## src/rtl/tc_pkg.sv

```systemverilog
package tc_pkg;
  // Label of a slot; the before/after pairing is carried by these labels.
  typedef enum logic [1:0] {
    SL_INV  = 2'd0,
    SL_NORM = 2'd1,
    SL_XCOM = 2'd2,
    SL_XABT = 2'd3
  } slot_st_e;

  typedef enum logic {
    COH_S = 1'b0,
    COH_M = 1'b1
  } coh_e;

  typedef enum logic [2:0] {
    OP_LOAD     = 3'd0,
    OP_STORE    = 3'd1,
    OP_COMMIT   = 3'd2,
    OP_ABORT    = 3'd3,
    OP_VALIDATE = 3'd4
  } tx_op_e;
endpackage

```

## src/rtl/tc_lookup.sv

```systemverilog
module tc_lookup import tc_pkg::*; #(
  parameter int NSLOT = 8,
  parameter int AW    = 4,
  localparam int IW   = $clog2(NSLOT),
  localparam int CW   = $clog2(NSLOT + 1)
) (
  input  slot_st_e          st   [NSLOT],
  input  logic [AW-1:0]     tag  [NSLOT],
  input  logic [AW-1:0]     key,
  output logic              com_hit,
  output logic [IW-1:0]     com_idx,
  output logic [IW-1:0]     abt_idx,
  output logic [CW-1:0]     free_cnt,
  output logic [IW-1:0]     free_lo,
  output logic [IW-1:0]     free_hi
);
  always_comb begin
    com_hit  = 1'b0;
    com_idx  = '0;
    abt_idx  = '0;
    free_cnt = '0;
    free_lo  = '0;
    for (int i = NSLOT - 1; i >= 0; i--) begin
      if (st[i] == SL_XCOM && tag[i] == key) begin
        com_hit = 1'b1;
        com_idx = IW'(i);
      end
      if (st[i] == SL_XABT && tag[i] == key) abt_idx = IW'(i);
      if (st[i] == SL_INV || st[i] == SL_NORM) begin
        free_lo  = IW'(i);
        free_cnt = free_cnt + CW'(1);
      end
    end
  end

  always_comb begin
    free_hi = '0;
    for (int i = 0; i < NSLOT; i++)
      if (st[i] == SL_INV || st[i] == SL_NORM) free_hi = IW'(i);
  end
endmodule

```

## src/rtl/tc_conflict.sv

```systemverilog
module tc_conflict import tc_pkg::*; #(
  parameter int NSLOT = 8,
  parameter int AW    = 4
) (
  input  slot_st_e      st  [NSLOT],
  input  coh_e          coh [NSLOT],
  input  logic [AW-1:0] tag [NSLOT],
  input  logic          snp_valid,
  input  logic          snp_write,
  input  logic [AW-1:0] snp_addr,
  output logic          snp_nack
);
  logic [NSLOT-1:0] clash;

  for (genvar i = 0; i < NSLOT; i++) begin : g_slot
    assign clash[i] = (st[i] == SL_XCOM) && (tag[i] == snp_addr) &&
                      (snp_write || coh[i] == COH_M);
  end

  assign snp_nack = snp_valid && (|clash);
endmodule

```

## src/rtl/tc_backing.sv

```systemverilog
module tc_backing #(
  parameter int NSLOT = 8,
  parameter int AW    = 4,
  parameter int DW    = 8,
  localparam int DEPTH = 1 << AW
) (
  input  logic              clk,
  input  logic              rst_n,
  input  logic [NSLOT-1:0]  wr_slot,
  input  logic [AW-1:0]     tag [NSLOT],
  input  logic [DW-1:0]     val [NSLOT],
  input  logic [AW-1:0]     raddr,
  output logic [DW-1:0]     rdata
);
  logic [DW-1:0] words [DEPTH];

  for (genvar w = 0; w < DEPTH; w++) begin : g_word
    logic          we;
    logic [DW-1:0] wd;
    logic [DW-1:0] word_q;

    always_comb begin
      we = 1'b0;
      wd = '0;
      for (int i = 0; i < NSLOT; i++)
        if (wr_slot[i] && tag[i] == AW'(w)) begin
          we = 1'b1;
          wd = val[i];
        end
    end

    always_ff @(posedge clk) begin
      if (!rst_n)  word_q <= DW'(37 * w + 5);
      else if (we) word_q <= wd;
    end

    assign words[w] = word_q;
  end

  assign rdata = words[raddr];
endmodule

```

## src/rtl/tc_txcache.sv

```systemverilog
module tc_txcache import tc_pkg::*; #(
  parameter int NSLOT = 8,
  parameter int AW    = 4,
  parameter int DW    = 8
) (
  input  logic          clk,
  input  logic          rst_n,
  input  logic          req_valid,
  output logic          req_ready,
  input  logic [2:0]    req_op,
  input  logic [AW-1:0] req_addr,
  input  logic [DW-1:0] req_wdata,
  output logic          rsp_valid,
  output logic          rsp_ok,
  output logic [DW-1:0] rsp_data,
  input  logic          own_nack,
  input  logic          snp_valid,
  input  logic          snp_write,
  input  logic [AW-1:0] snp_addr,
  output logic          snp_nack
);
  localparam int IW = $clog2(NSLOT);
  localparam int CW = $clog2(NSLOT + 1);

  slot_st_e      st_q  [NSLOT];
  coh_e          coh_q [NSLOT];
  logic [AW-1:0] tag_q [NSLOT];
  logic [DW-1:0] dat_q [NSLOT];
  logic          tx_active_q, pend_q;

  logic          com_hit;
  logic [IW-1:0] com_idx, abt_idx, free_lo, free_hi;
  logic [CW-1:0] free_cnt;
  logic [DW-1:0] mem_rdata;
  logic [NSLOT-1:0] wr_slot;

  tc_lookup #(.NSLOT(NSLOT), .AW(AW)) u_lookup (
    .st(st_q), .tag(tag_q), .key(req_addr),
    .com_hit(com_hit), .com_idx(com_idx), .abt_idx(abt_idx),
    .free_cnt(free_cnt), .free_lo(free_lo), .free_hi(free_hi));

  tc_conflict #(.NSLOT(NSLOT), .AW(AW)) u_conflict (
    .st(st_q), .coh(coh_q), .tag(tag_q),
    .snp_valid(snp_valid), .snp_write(snp_write), .snp_addr(snp_addr),
    .snp_nack(snp_nack));

  tc_backing #(.NSLOT(NSLOT), .AW(AW), .DW(DW)) u_backing (
    .clk(clk), .rst_n(rst_n), .wr_slot(wr_slot), .tag(tag_q), .val(dat_q),
    .raddr(req_addr), .rdata(mem_rdata));

  assign req_ready = rst_n;

  // Request decode
  logic acc, is_ld, is_st, is_cm, is_ab, is_va;
  assign acc   = req_valid && req_ready;
  assign is_ld = acc && req_op == OP_LOAD;
  assign is_st = acc && req_op == OP_STORE;
  assign is_cm = acc && req_op == OP_COMMIT;
  assign is_ab = acc && req_op == OP_ABORT;
  assign is_va = acc && req_op == OP_VALIDATE;

  logic nack_roll, eff_pend, mem_acc, tx_hit, need_alloc, do_alloc, cap_fail;
  logic do_commit, do_roll;
  assign nack_roll  = own_nack && tx_active_q && !pend_q;
  assign eff_pend   = pend_q || nack_roll;
  assign mem_acc    = (is_ld || is_st) && !eff_pend;
  assign tx_hit     = mem_acc && com_hit;
  assign need_alloc = mem_acc && !com_hit;
  assign do_alloc   = need_alloc && (free_cnt >= CW'(2));
  assign cap_fail   = need_alloc && !(free_cnt >= CW'(2));
  assign do_commit  = is_cm && !eff_pend;
  assign do_roll    = nack_roll || cap_fail || is_ab || (is_cm && eff_pend);

  for (genvar i = 0; i < NSLOT; i++) begin : g_wr
    assign wr_slot[i] = do_commit && st_q[i] == SL_XCOM;
  end

  logic          ok_d;
  logic [DW-1:0] data_d;
  always_comb begin
    ok_d   = 1'b0;
    data_d = '0;
    if (is_ld || is_st) ok_d = tx_hit || do_alloc;
    else if (is_cm || is_va) ok_d = !eff_pend;
    else if (is_ab) ok_d = 1'b1;
    if (is_ld && tx_hit)   data_d = dat_q[com_idx];
    if (is_ld && do_alloc) data_d = mem_rdata;
  end

  always_ff @(posedge clk) begin
    if (!rst_n) begin
      rsp_valid <= 1'b0;
      rsp_ok    <= 1'b0;
      rsp_data  <= '0;
    end else begin
      rsp_valid <= acc;
      rsp_ok    <= ok_d;
      rsp_data  <= data_d;
    end
  end

  always_ff @(posedge clk) begin
    if (!rst_n) begin
      tx_active_q <= 1'b0;
      pend_q      <= 1'b0;
    end else if (is_cm || is_ab) begin
      tx_active_q <= 1'b0;
      pend_q      <= 1'b0;
    end else begin
      if (do_alloc) tx_active_q <= 1'b1;
      if (nack_roll || cap_fail) pend_q <= 1'b1;
    end
  end

  // Slot relabelling and allocation
  always_ff @(posedge clk) begin
    if (!rst_n) begin
      for (int i = 0; i < NSLOT; i++) begin
        st_q[i]  <= SL_INV;
        coh_q[i] <= COH_S;
        tag_q[i] <= '0;
        dat_q[i] <= '0;
      end
    end else begin
      for (int i = 0; i < NSLOT; i++) begin
        if (do_roll) begin
          if (st_q[i] == SL_XCOM) st_q[i] <= SL_INV;
          if (st_q[i] == SL_XABT) st_q[i] <= SL_NORM;
        end else if (do_commit) begin
          if (st_q[i] == SL_XCOM) st_q[i] <= SL_NORM;
          if (st_q[i] == SL_XABT) st_q[i] <= SL_INV;
        end
      end
      if (tx_hit && is_st) begin
        dat_q[com_idx] <= req_wdata;
        coh_q[com_idx] <= COH_M;
        coh_q[abt_idx] <= COH_M;
      end
      if (do_alloc) begin
        for (int i = 0; i < NSLOT; i++)
          if (st_q[i] == SL_NORM && tag_q[i] == req_addr) st_q[i] <= SL_INV;
        st_q[free_lo]  <= SL_XABT;
        tag_q[free_lo] <= req_addr;
        dat_q[free_lo] <= mem_rdata;
        coh_q[free_lo] <= is_st ? COH_M : COH_S;
        st_q[free_hi]  <= SL_XCOM;
        tag_q[free_hi] <= req_addr;
        dat_q[free_hi] <= is_st ? req_wdata : mem_rdata;
        coh_q[free_hi] <= is_st ? COH_M : COH_S;
      end
    end
  end
endmodule

```

## config.mk

```make
export PLATFORM = sky130hd
export DESIGN_NAME = tc_txcache
export DESIGN_NICKNAME = d
export VERILOG_FILES = /design/src/rtl/tc_pkg.sv /design/src/rtl/tc_lookup.sv /design/src/rtl/tc_conflict.sv /design/src/rtl/tc_backing.sv /design/src/rtl/tc_txcache.sv
export SDC_FILE = /design/constraint.sdc
export NUM_CORES = 2
export LEC_CHECK = 0
export BUFFER_PORTS_ARGS = -buffer_cell sky130_fd_sc_hd__buf_2
export CAP_MARGIN = 5
export CORE_UTILIZATION = 30
export CTS_BUF_LIST = sky130_fd_sc_hd__clkbuf_8 sky130_fd_sc_hd__clkbuf_16
export CTS_CLUSTER_DIAMETER = 120
export DETAILED_ROUTE_END_ITERATION = 8
export PLACE_DENSITY = 0.44
export SKIP_LAST_GASP = 1
export SLEW_MARGIN = 20
export SYNTH_ARGS = -nofsm -noshare
export SYNTH_HDL_FRONTEND = slang
export SYNTH_SLANG_ARGS = --single-unit
export TNS_END_PERCENT = 30
```

## constraint.sdc

```tcl
create_clock -name clk -period 5.65 [get_ports clk]
set_clock_uncertainty 0.1 [all_clocks]
set_input_delay 1.13 -clock clk [delete_from_list [all_inputs] [get_ports clk]]
set_output_delay 1.13 -clock clk [all_outputs]
set_load 0.005 [all_outputs]
```

**After elaboration in Yosys (flattened, before gate mapping)**

Index checks and enable logic that the tools add are counted.

- Logic and storage cells: 916
- Register bits: 260
- Output and inout port bits: 12
- Bits of input ports: 25

- Reduce and logical (&&, ||, !) cells: 246
- Eq/ne operators: 164
- $lt $le $gt $ge: 10
- Add/sub/neg operators: 7
- Mux-type cells: 424
- Bitwise operators: 12

Operator list:

| operator | number |
|---|---|
| 8-bit 2-to-1 mux | 141 |
| 4-bit equality test, second input constant | 64 |
| 1-bit logical AND | 199 |
| 64-bit bitwise mux | 3 |
| 64-bit 2-to-1 mux | 3 |
| 2-bit 2-to-1 mux | 76 |
| 1-bit 2-to-1 mux | 146 |
| 4-bit by 3-bit equality test with 1-bit output, second input constant | 32 |
| 3-bit 2-to-1 mux | 28 |
| 8-bit demux with 3-bit select | 3 |
| 32-bit bitwise mux | 2 |
| 4-bit by 2-bit equality test with 1-bit output, second input constant | 16 |
| 4-bit equality test | 16 |
| 4-bit 2-to-1 mux | 9 |
| 8-bit binary-select mux with 4-bit select | 1 |
| 2-bit equality test, second input constant | 16 |
| 4-bit by 1-bit equality test with 1-bit output, second input constant | 8 |
| 4-bit zero test | 8 |
| 4-bit by 1-bit adder with 4-bit output, second input constant | 6 |
| 8-bit binary-select mux with 3-bit select | 1 |
| 4-bit demux with 3-bit select | 2 |
| 1-bit logical OR | 24 |
| 8-bit bitwise OR | 3 |
| 8-bit bitwise mux | 2 |
| 23 further kinds | 54 |

**Longest topological paths before layout**

- Depth in word-level cells: 30
- Mapped depth: 29
- Depth with buffers taken out: 27

**By module**

From an unflattened synthesis, not the netlist that was laid out.

- Cell total of the unflattened synthesis: 3718
- Area total of the unflattened synthesis: 26568.0 sq um

By module, submodules not included:

| module | instances | cells an instance | sequential area each (sq um) | area an instance (sq um) |
|---|---|---|---|---|
| tc_backing | 1 | 2453 | 2562.5 | 16462.0 |
| tc_txcache | 1 | 980 | 2642.5 | 8074.0 |
| tc_lookup | 1 | 221 | 0.0 | 1527.7 |
| tc_conflict | 1 | 64 | 0.0 | 504.2 |

**Worst setup path before layout**

OpenSTA, ideal clock, no wires.

- Path kind: reg-to-reg
- Start: reg st_q[0] in the netlist's numbering
- End: reg st_q[4] in the netlist's numbering
- Setup slack: -162 ps
- Data required time: 5418 ps
- Buffers on the path: 1
- Cell stages (with the launch flop): 27
- Period minus slack after synthesis: 5812 ps
- Arrival time: 5580 ps
- Library setup time: 132 ps
- Cells stage by stage: dfxtp_1 inv_1 ha_1 nor2_1 inv_1 ha_1 or4_1 o211a_1 ha_1 o21ai_0 o21ai_0 or2_2 xnor2_1 a21oi_1 ha_1 o21ai_0 o31ai_1 a31o_2 ha_1 or3_1 mux2i_1 o22a_1 nand3_2 and2_1 buf_2 o311ai_0 a21oi_1

- Cells in the longest elaborated chain, start to end: 30
- Elaborated cells on any way between the ends: 66
- Classes of those cells: 7 x add/sub; 5 x order compare; 2 x eq/ne; 34 x mux; 5 x bitwise; 13 x reduce/logical

Ends and longest elaborated chain:

| item | RTL line | text |
|---|---|---|
| start: declaration | tc_txcache.sv:25 | `slot_st_e st_q [NSLOT];` |
| start signal: indexed assignment | tc_txcache.sv:119 | `st_q[i] <= SL_INV;` |
| start signal: indexed assignment | tc_txcache.sv:142 | `st_q[free_lo] <= SL_XABT;` |
| start signal: indexed assignment | tc_txcache.sv:146 | `st_q[free_hi] <= SL_XCOM;` |
| 2-bit by 1-bit equality test with 1-bit output / 2-bit zero test (equally long branches) | tc_lookup.sv:29, tc_lookup.sv:39 |  |
| 1-bit logical OR | tc_lookup.sv:29, tc_lookup.sv:39 |  |
| 1-bit 2-to-1 mux | tc_lookup.sv:29 | `if (st[i] == SL_INV \|\| st[i] == SL_NORM) begin` |
| 1-bit by 1-bit adder with 2-bit output | tc_lookup.sv:31 | `free_cnt = free_cnt + CW'(1);` |
| 4-bit 2-to-1 mux | tc_lookup.sv:29 |  |
| 4-bit by 1-bit adder with 4-bit output | tc_lookup.sv:31 |  |
| 4-bit 2-to-1 mux | tc_lookup.sv:29 |  |
| 4-bit by 1-bit adder with 4-bit output | tc_lookup.sv:31 |  |
| (+12 left out) | - |  |
| 1-bit logical OR (3 in series) | tc_txcache.sv:72 | `assign do_roll = nack_roll \|\| cap_fail \|\| is_ab \|\| (is_cm && eff_pend);` |
| 2-bit 2-to-1 mux | tc_txcache.sv:126 | `if (do_roll) begin` |
| 2-bit 2-to-1 mux | tc_txcache.sv:141 | `if (st_q[i] == SL_NORM && tag_q[i] == req_addr) st_q[i] <= SL_INV;` |
| 2-bit 2-to-1 mux | tc_txcache.sv:139 | `if (do_alloc) begin` |
| 2-bit 2-to-1 mux | tc_txcache.sv:117 | `if (!rst_n) begin` |
| 16-bit bitwise OR (no source line) | - |  |
| 8-bit AND (no source line) | - |  |
| 16-bit 2-to-1 mux * | tc_txcache.sv:139 |  |

Mark *: on every way between the ends. The rest lies on a longest branch, timed or not. The select of a mux whose other input is x is not followed.
A chain may end at the register's enable or synchronous reset.

**Final worst setup path**

- Start: reg st_q[3] in the netlist's numbering
- End: reg st_q[12] in the netlist's numbering

- Cells in the longest elaborated chain, start to end: 28
- Elaborated cells on any way between the ends: 63
- Classes of those cells: 6 x add/sub; 5 x order compare; 2 x eq/ne; 32 x mux; 5 x bitwise; 13 x reduce/logical

Ends and longest elaborated chain:

| item | RTL line |
|---|---|
| 2-bit by 1-bit equality test with 1-bit output / 2-bit zero test (equally long branches) | tc_lookup.sv:29, tc_lookup.sv:39 |
| 1-bit logical OR | tc_lookup.sv:29, tc_lookup.sv:39 |
| 4-bit 2-to-1 mux | tc_lookup.sv:29 |
| 4-bit by 1-bit adder with 4-bit output | tc_lookup.sv:31 |
| 4-bit 2-to-1 mux | tc_lookup.sv:29 |
| 4-bit by 1-bit adder with 4-bit output | tc_lookup.sv:31 |
| 4-bit 2-to-1 mux | tc_lookup.sv:29 |
| 4-bit by 1-bit adder with 4-bit output | tc_lookup.sv:31 |
| (+10 left out) | - |
| 1-bit logical OR (3 in series) | tc_txcache.sv:72 |
| 2-bit 2-to-1 mux | tc_txcache.sv:126 |
| 2-bit 2-to-1 mux | tc_txcache.sv:141 |
| 2-bit 2-to-1 mux | tc_txcache.sv:139 |
| 2-bit 2-to-1 mux | tc_txcache.sv:117 |
| 16-bit bitwise OR (no source line) | - |
| 8-bit AND (no source line) | - |
| 16-bit 2-to-1 mux * | tc_txcache.sv:139 |

Marks and branches as above.

==> flow_results.xml <==
<?xml version="1.0" encoding="UTF-8"?>
<metrics>
  <group name="clock_tree">
    <metric name="tritoncts" unit="">done</metric>
    <metric name="clock_tree.htree_level_count" unit="">2</metric>
    <metric name="clockBufferDepth" unit="">3</metric>
    <metric name="ctsRootBufferMaster" unit="">sky130_fd_sc_hd__clkbuf_16</metric>
    <metric name="clock_insertion_delay_worst_skew" unit="ns">0.58</metric>
    <metric name="number_of_clock_sinks" unit="">260</metric>
    <metric name="numCtsBuffers" unit="">35</metric>
    <metric name="holdBufCountCts" unit="">0</metric>
    <metric name="cts.reportedPaths.clkPinSlew" unit="ns">0.06</metric>
  </group>
  <group name="floorplan">
    <metric name="core" unit="µm²">77720</metric>
    <metric name="design.die.area" unit="µm²">79860</metric>
    <metric name="die_width" unit="µm">282.6</metric>
    <metric name="boundaryPins" unit="">37</metric>
    <metric name="floorplan.rows" unit="">102</metric>
    <metric name="start_util" unit="%">30.39</metric>
    <metric name="die_h" unit="µm">282.6</metric>
  </group>
  <group name="timing">
    <metric name="setup-violations-final" unit="">0</metric>
    <metric name="finalWorstSetupSlack" unit="ns">0.2065</metric>
    <metric name="slew_viol_final" unit="">0</metric>
    <metric name="worst-slew-pin-transition" unit="ns">1.133</metric>
    <metric name="fin_setup_tns" unit="ns">0</metric>
    <metric name="hold_viol" unit="">0</metric>
    <metric name="final_min_period_over_clock_period" unit="%">96.34</metric>
    <metric name="fmaxAchievable" unit="MHz">183.7</metric>
    <metric name="relSlewSlack" unit="%">23.64</metric>
    <metric name="hold-worst-slack" unit="ns">0.3620</metric>
    <metric name="fin_crit" unit="ns">5.443</metric>
  </group>
  <group name="synthesis">
    <metric name="postSynthNetCount" unit="">3363</metric>
    <metric name="synth_ff_type" unit="">sky130_fd_sc_hd__dfxtp_1</metric>
    <metric name="yosysTopAreaCellShare" unit="%">22.04</metric>
    <metric name="netlist-cell-type-count" unit="">92</metric>
    <metric name="yosysWarnings" unit="">0</metric>
    <metric name="synth-seq-cells" unit="">260</metric>
    <metric name="synth.yosys.seq_area_share" unit="%">22.04</metric>
    <metric name="netlist_area" unit="µm²">23620</metric>
    <metric name="syn-instance-count" unit="">3292</metric>
    <metric name="yosys-top-cells-area" unit="">sky130_fd_sc_hd__dfxtp_1 22%, sky130_fd_sc_hd__nor2_1 7.0%, sky130_fd_sc_hd__a21oi_1 5.6%</metric>
    <metric name="post_synthesis_mean_instance_area" unit="µm²">7.175</metric>
    <metric name="synth_area_leader_cell" unit="">sky130_fd_sc_hd__dfxtp_1</metric>
    <metric name="ys_async_sr_fraction" unit="%">0</metric>
    <metric name="synth-edff-count" unit="">0</metric>
  </group>
  <group name="critical_path">
    <metric name="library_cell_appearing_most_often_on_the_critical_path" unit="">sky130_fd_sc_hd__ha_1</metric>
    <metric name="start_kind" unit="">flop</metric>
    <metric name="timing.critical_path.fanout_max" unit="">5</metric>
    <metric name="critical_path.n_buffers_inverters" unit="">3</metric>
    <metric name="crit_type" unit="">reg -&gt; reg</metric>
    <metric name="worst-endpoint-required" unit="ns">6.02</metric>
    <metric name="worst_setup_path_end_kind" unit="">flop</metric>
    <metric name="worst-endpoint-arrival" unit="ns">5.81</metric>
    <metric name="critical-path-top-delay-family" unit="">simple AND/OR/NAND/NOR gates</metric>
    <metric name="crit_slowest_cell" unit="">sky130_fd_sc_hd__or4_4</metric>
    <metric name="critical_path.max_stage_delay" unit="ns">0.53</metric>
  </group>
  <group name="detailed_routing">
    <metric name="route.detailed.drc" unit="">0</metric>
    <metric name="via_count" unit="">30130</metric>
    <metric name="routed_wl" unit="µm">154200</metric>
    <metric name="avgRoutedWirePerCell" unit="µm">35.37</metric>
    <metric name="detail_route.vias_per_cell" unit="">6.909</metric>
    <metric name="drt_pre_antenna_iters" unit="">7</metric>
    <metric name="drtAntennaViolNets" unit="">0</metric>
    <metric name="drtIter0Drc" unit="">4786</metric>
  </group>
  <group name="grt">
    <metric name="grt_max_degree" unit="">118</metric>
    <metric name="grt_util_all_layers" unit="%">37.55</metric>
    <metric name="grt_first_pass_wirelength" unit="µm">212600</metric>
    <metric name="globalRoute.busiestLayer" unit="">met2</metric>
    <metric name="gr-total-overflow" unit="">0</metric>
    <metric name="first_global_vias" unit="">27890</metric>
    <metric name="grtUsageMet1" unit="%">48.86</metric>
    <metric name="antenna_found_initial" unit="">10</metric>
    <metric name="groute.layer.met3.usage" unit="%">12.90</metric>
    <metric name="met2_global_route_usage" unit="%">53.17</metric>
  </group>
  <group name="place">
    <metric name="detailed_place_hpwl" unit="µm">106300</metric>
    <metric name="place_ws" unit="ns">-0.1780</metric>
    <metric name="gp_routability_congestion" unit="">1.063</metric>
    <metric name="port_buffer_cells" unit="">36</metric>
  </group>
  <group name="cells_and_area">
    <metric name="final_layout_size_suffix_gt1_share" unit="%">15.13</metric>
    <metric name="layout.cells.most_common_list" unit="">440 x sky130_fd_sc_hd__nor2_1, 265 x sky130_fd_sc_hd__a21oi_1, 259 x sky130_fd_sc_hd__nand2_1</metric>
    <metric name="layout_commonest_cell" unit="">sky130_fd_sc_hd__nor2_1</metric>
    <metric name="syn_to_final_growth" unit="%">15.02</metric>
    <metric name="layout.nets" unit="">3364</metric>
  </group>
  <group name="pwr">
    <metric name="leakage" unit="µW">0.01033</metric>
    <metric name="p_per_area" unit="nW/µm²">347.6</metric>
    <metric name="max_rail_drop_vdd" unit="mV">0.5971</metric>
  </group>
  <group name="run_status">
    <metric name="status" unit="">completed</metric>
  </group>
  <group name="job">
    <metric name="maxCapViolCount" unit="">0</metric>
  </group>
  <group name="worst_hold_path">
    <metric name="hold_path_class" unit="">reg -&gt; reg</metric>
  </group>
</metrics>
-- routing by layer --
| layer | share of wire, % | routed length [µm] |
|---|---|---|
| met1 | 39 | 60650 |
| met4 | 6.8 | 10510 |
| met5 | 0.054 | 83 |
| met3 | 14 | 21430 |
| met2 | 40 | 61550 |
-- worst reg2reg max path, stage by stage, from the launching register on --
cell and delay [ns]:
sky130_fd_sc_hd__dfxtp_2 0.33, sky130_fd_sc_hd__inv_1 0.07, sky130_fd_sc_hd__ha_1 0.22, sky130_fd_sc_hd__nor2_4 0.15, sky130_fd_sc_hd__buf_6 0.13, sky130_fd_sc_hd__nor3_1 0.05, sky130_fd_sc_hd__or4_4 0.53, sky130_fd_sc_hd__o211a_1 0.17
sky130_fd_sc_hd__ha_1 0.29, sky130_fd_sc_hd__o21ai_0 0.07, sky130_fd_sc_hd__o21ai_1 0.10, sky130_fd_sc_hd__or2_4 0.26, sky130_fd_sc_hd__xnor2_2 0.13, sky130_fd_sc_hd__a21oi_1 0.14, sky130_fd_sc_hd__ha_1 0.25, sky130_fd_sc_hd__o21ai_2 0.07
sky130_fd_sc_hd__o31ai_1 0.08, sky130_fd_sc_hd__a31o_2 0.23, sky130_fd_sc_hd__ha_1 0.28, sky130_fd_sc_hd__or3_1 0.37, sky130_fd_sc_hd__mux2i_1 0.13, sky130_fd_sc_hd__o22a_1 0.24, sky130_fd_sc_hd__buf_4 0.14, sky130_fd_sc_hd__nand3_2 0.10
sky130_fd_sc_hd__and2_4 0.20, sky130_fd_sc_hd__or3_1 0.30, sky130_fd_sc_hd__a32o_1 0.20
-- synthesized netlist by cell type (8+ instances only) --
| library cell | count |
|---|---|
| sky130_fd_sc_hd__o31ai_1 | 22 |
| sky130_fd_sc_hd__or4_1 | 14 |
| sky130_fd_sc_hd__a211oi_1 | 116 |
| sky130_fd_sc_hd__a31oi_1 | 67 |
| sky130_fd_sc_hd__and2_1 | 13 |
| sky130_fd_sc_hd__nand4_1 | 10 |
| sky130_fd_sc_hd__a21o_1 | 11 |
| sky130_fd_sc_hd__clkbuf_1 | 239 |
| sky130_fd_sc_hd__or2_2 | 13 |
| sky130_fd_sc_hd__o211ai_1 | 50 |
| sky130_fd_sc_hd__nand2_1 | 264 |
| sky130_fd_sc_hd__nand2b_1 | 29 |
| sky130_fd_sc_hd__inv_1 | 40 |
| sky130_fd_sc_hd__or3_1 | 41 |
| sky130_fd_sc_hd__o22ai_1 | 86 |
| sky130_fd_sc_hd__dfxtp_1 | 260 |
| sky130_fd_sc_hd__o21ai_0 | 226 |
| sky130_fd_sc_hd__xnor2_1 | 12 |
| sky130_fd_sc_hd__a221o_1 | 18 |
| sky130_fd_sc_hd__nor2b_1 | 13 |
| sky130_fd_sc_hd__nand3b_1 | 8 |
| sky130_fd_sc_hd__nor4_1 | 24 |
| sky130_fd_sc_hd__a2111oi_0 | 8 |
| sky130_fd_sc_hd__nor3_2 | 8 |
| sky130_fd_sc_hd__a21oi_1 | 266 |
| sky130_fd_sc_hd__ha_1 | 46 |
| sky130_fd_sc_hd__nand3_1 | 131 |
| sky130_fd_sc_hd__xor2_1 | 60 |
| sky130_fd_sc_hd__mux2i_1 | 120 |
| sky130_fd_sc_hd__mux2_2 | 10 |
| sky130_fd_sc_hd__mux4_2 | 40 |
| sky130_fd_sc_hd__a221oi_1 | 82 |
| sky130_fd_sc_hd__a211o_1 | 16 |
| sky130_fd_sc_hd__nor3_1 | 129 |
| sky130_fd_sc_hd__o221ai_1 | 47 |
| sky130_fd_sc_hd__o211a_1 | 12 |
| sky130_fd_sc_hd__buf_2 | 22 |
| sky130_fd_sc_hd__o2111ai_1 | 19 |
| sky130_fd_sc_hd__and3_1 | 23 |
| sky130_fd_sc_hd__nor2_1 | 443 |
| sky130_fd_sc_hd__buf_1 | 43 |
| sky130_fd_sc_hd__a22oi_1 | 68 |
-- sequential cells by signal, summed over array words and instances (netlist names) --
| register | cells |
|---|---|
| coh_q | 8 |
| tx_active_q | 1 |
| rsp_data | 8 |
| st_q | 16 |
| rsp_ok | 1 |
| rsp_valid | 1 |
| pend_q | 1 |
| dat_q | 64 |
| tag_q | 32 |
| u_backing.g_word.word_q | 128 |
-- layout make-up --
| type | instances | area [µm²] |
|---|---|---|
| Tap cell | 1040 | 1301 |
| Sequential cell | 260 | 5235 |
| Timing Repair Buffer | 282 | 2170 |
| Antenna cell | 3 | 7.507 |
| Multi-Input combinational cell | 2674 | 17150 |
| Clock inverter | 22 | 215.2 |
| Clock buffer | 40 | 944.7 |
| Fill cell | 8289 | 50550 |
| Inverter | 40 | 150.1 |
-- metrics by stage --
stage | instance area (µm²) | instances | power (µW) | util (%)
after CTS | 27040 | 4356 | 9172 | 34.79
after floorplan | 23630 | 3292 | 4909 | -
final | 27170 | 4361 | 9444 | 34.96
after global placement | 25820 | 4291 | 6729 | 33.22
after detailed placement | 25830 | 4291 | 6699 | 33.23
after global routing | 27160 | 4358 | 10450 | 34.95
-- final timing paths --
check | startpoint | endpoint | slack, ns | cells past startpoint
setup / recovery | st_q[3]$_SDFF_PN0_ | st_q[12]$_SDFF_PN0_ | 0.21 | 26
hold / removal | u_backing.g_word[10].word_q[1]$_SDFFE_PN1P_ | u_backing.g_word[10].word_q[1]$_SDFFE_PN1P_ | 0.36 | 2
setup reg to reg | st_q[3]$_SDFF_PN0_ | st_q[12]$_SDFF_PN0_ | 0.21 | 26
hold reg to reg | u_backing.g_word[10].word_q[1]$_SDFFE_PN1P_ | u_backing.g_word[10].word_q[1]$_SDFFE_PN1P_ | 0.36 | 2
-- report_power, final --
| group | leakage, µW | internal (µW) | switching [µW] |
|---|---|---|---|
| clock | 0.000605 | 1350 | 989 |
| sequential | 0.00211 | 1930 | 260 |
| combinational | 0.00761 | 2010 | 2910 |
-- cells by family after synthesis --
logic type,Yosys count,share of synthesized area [%]
xor gates and xnor gates,76,3.051
DFF,260,22.04
AOI/OAI and AO/OA,1172,32.84
buffers and inverters,358,6.060
adders and majority gates,46,2.437
muxes,170,9.376
and+or+nand+nor,1210,24.20
-- timing repair --
item,in CTS,in global routing
pin swaps,5,6
buffers inserted,3,2
hold endpoints to repair,0,0
endpoints found under the setup margin,128,128
gates resized for setup,13,23
Note: power is estimated with default switching activity, not from simulation.
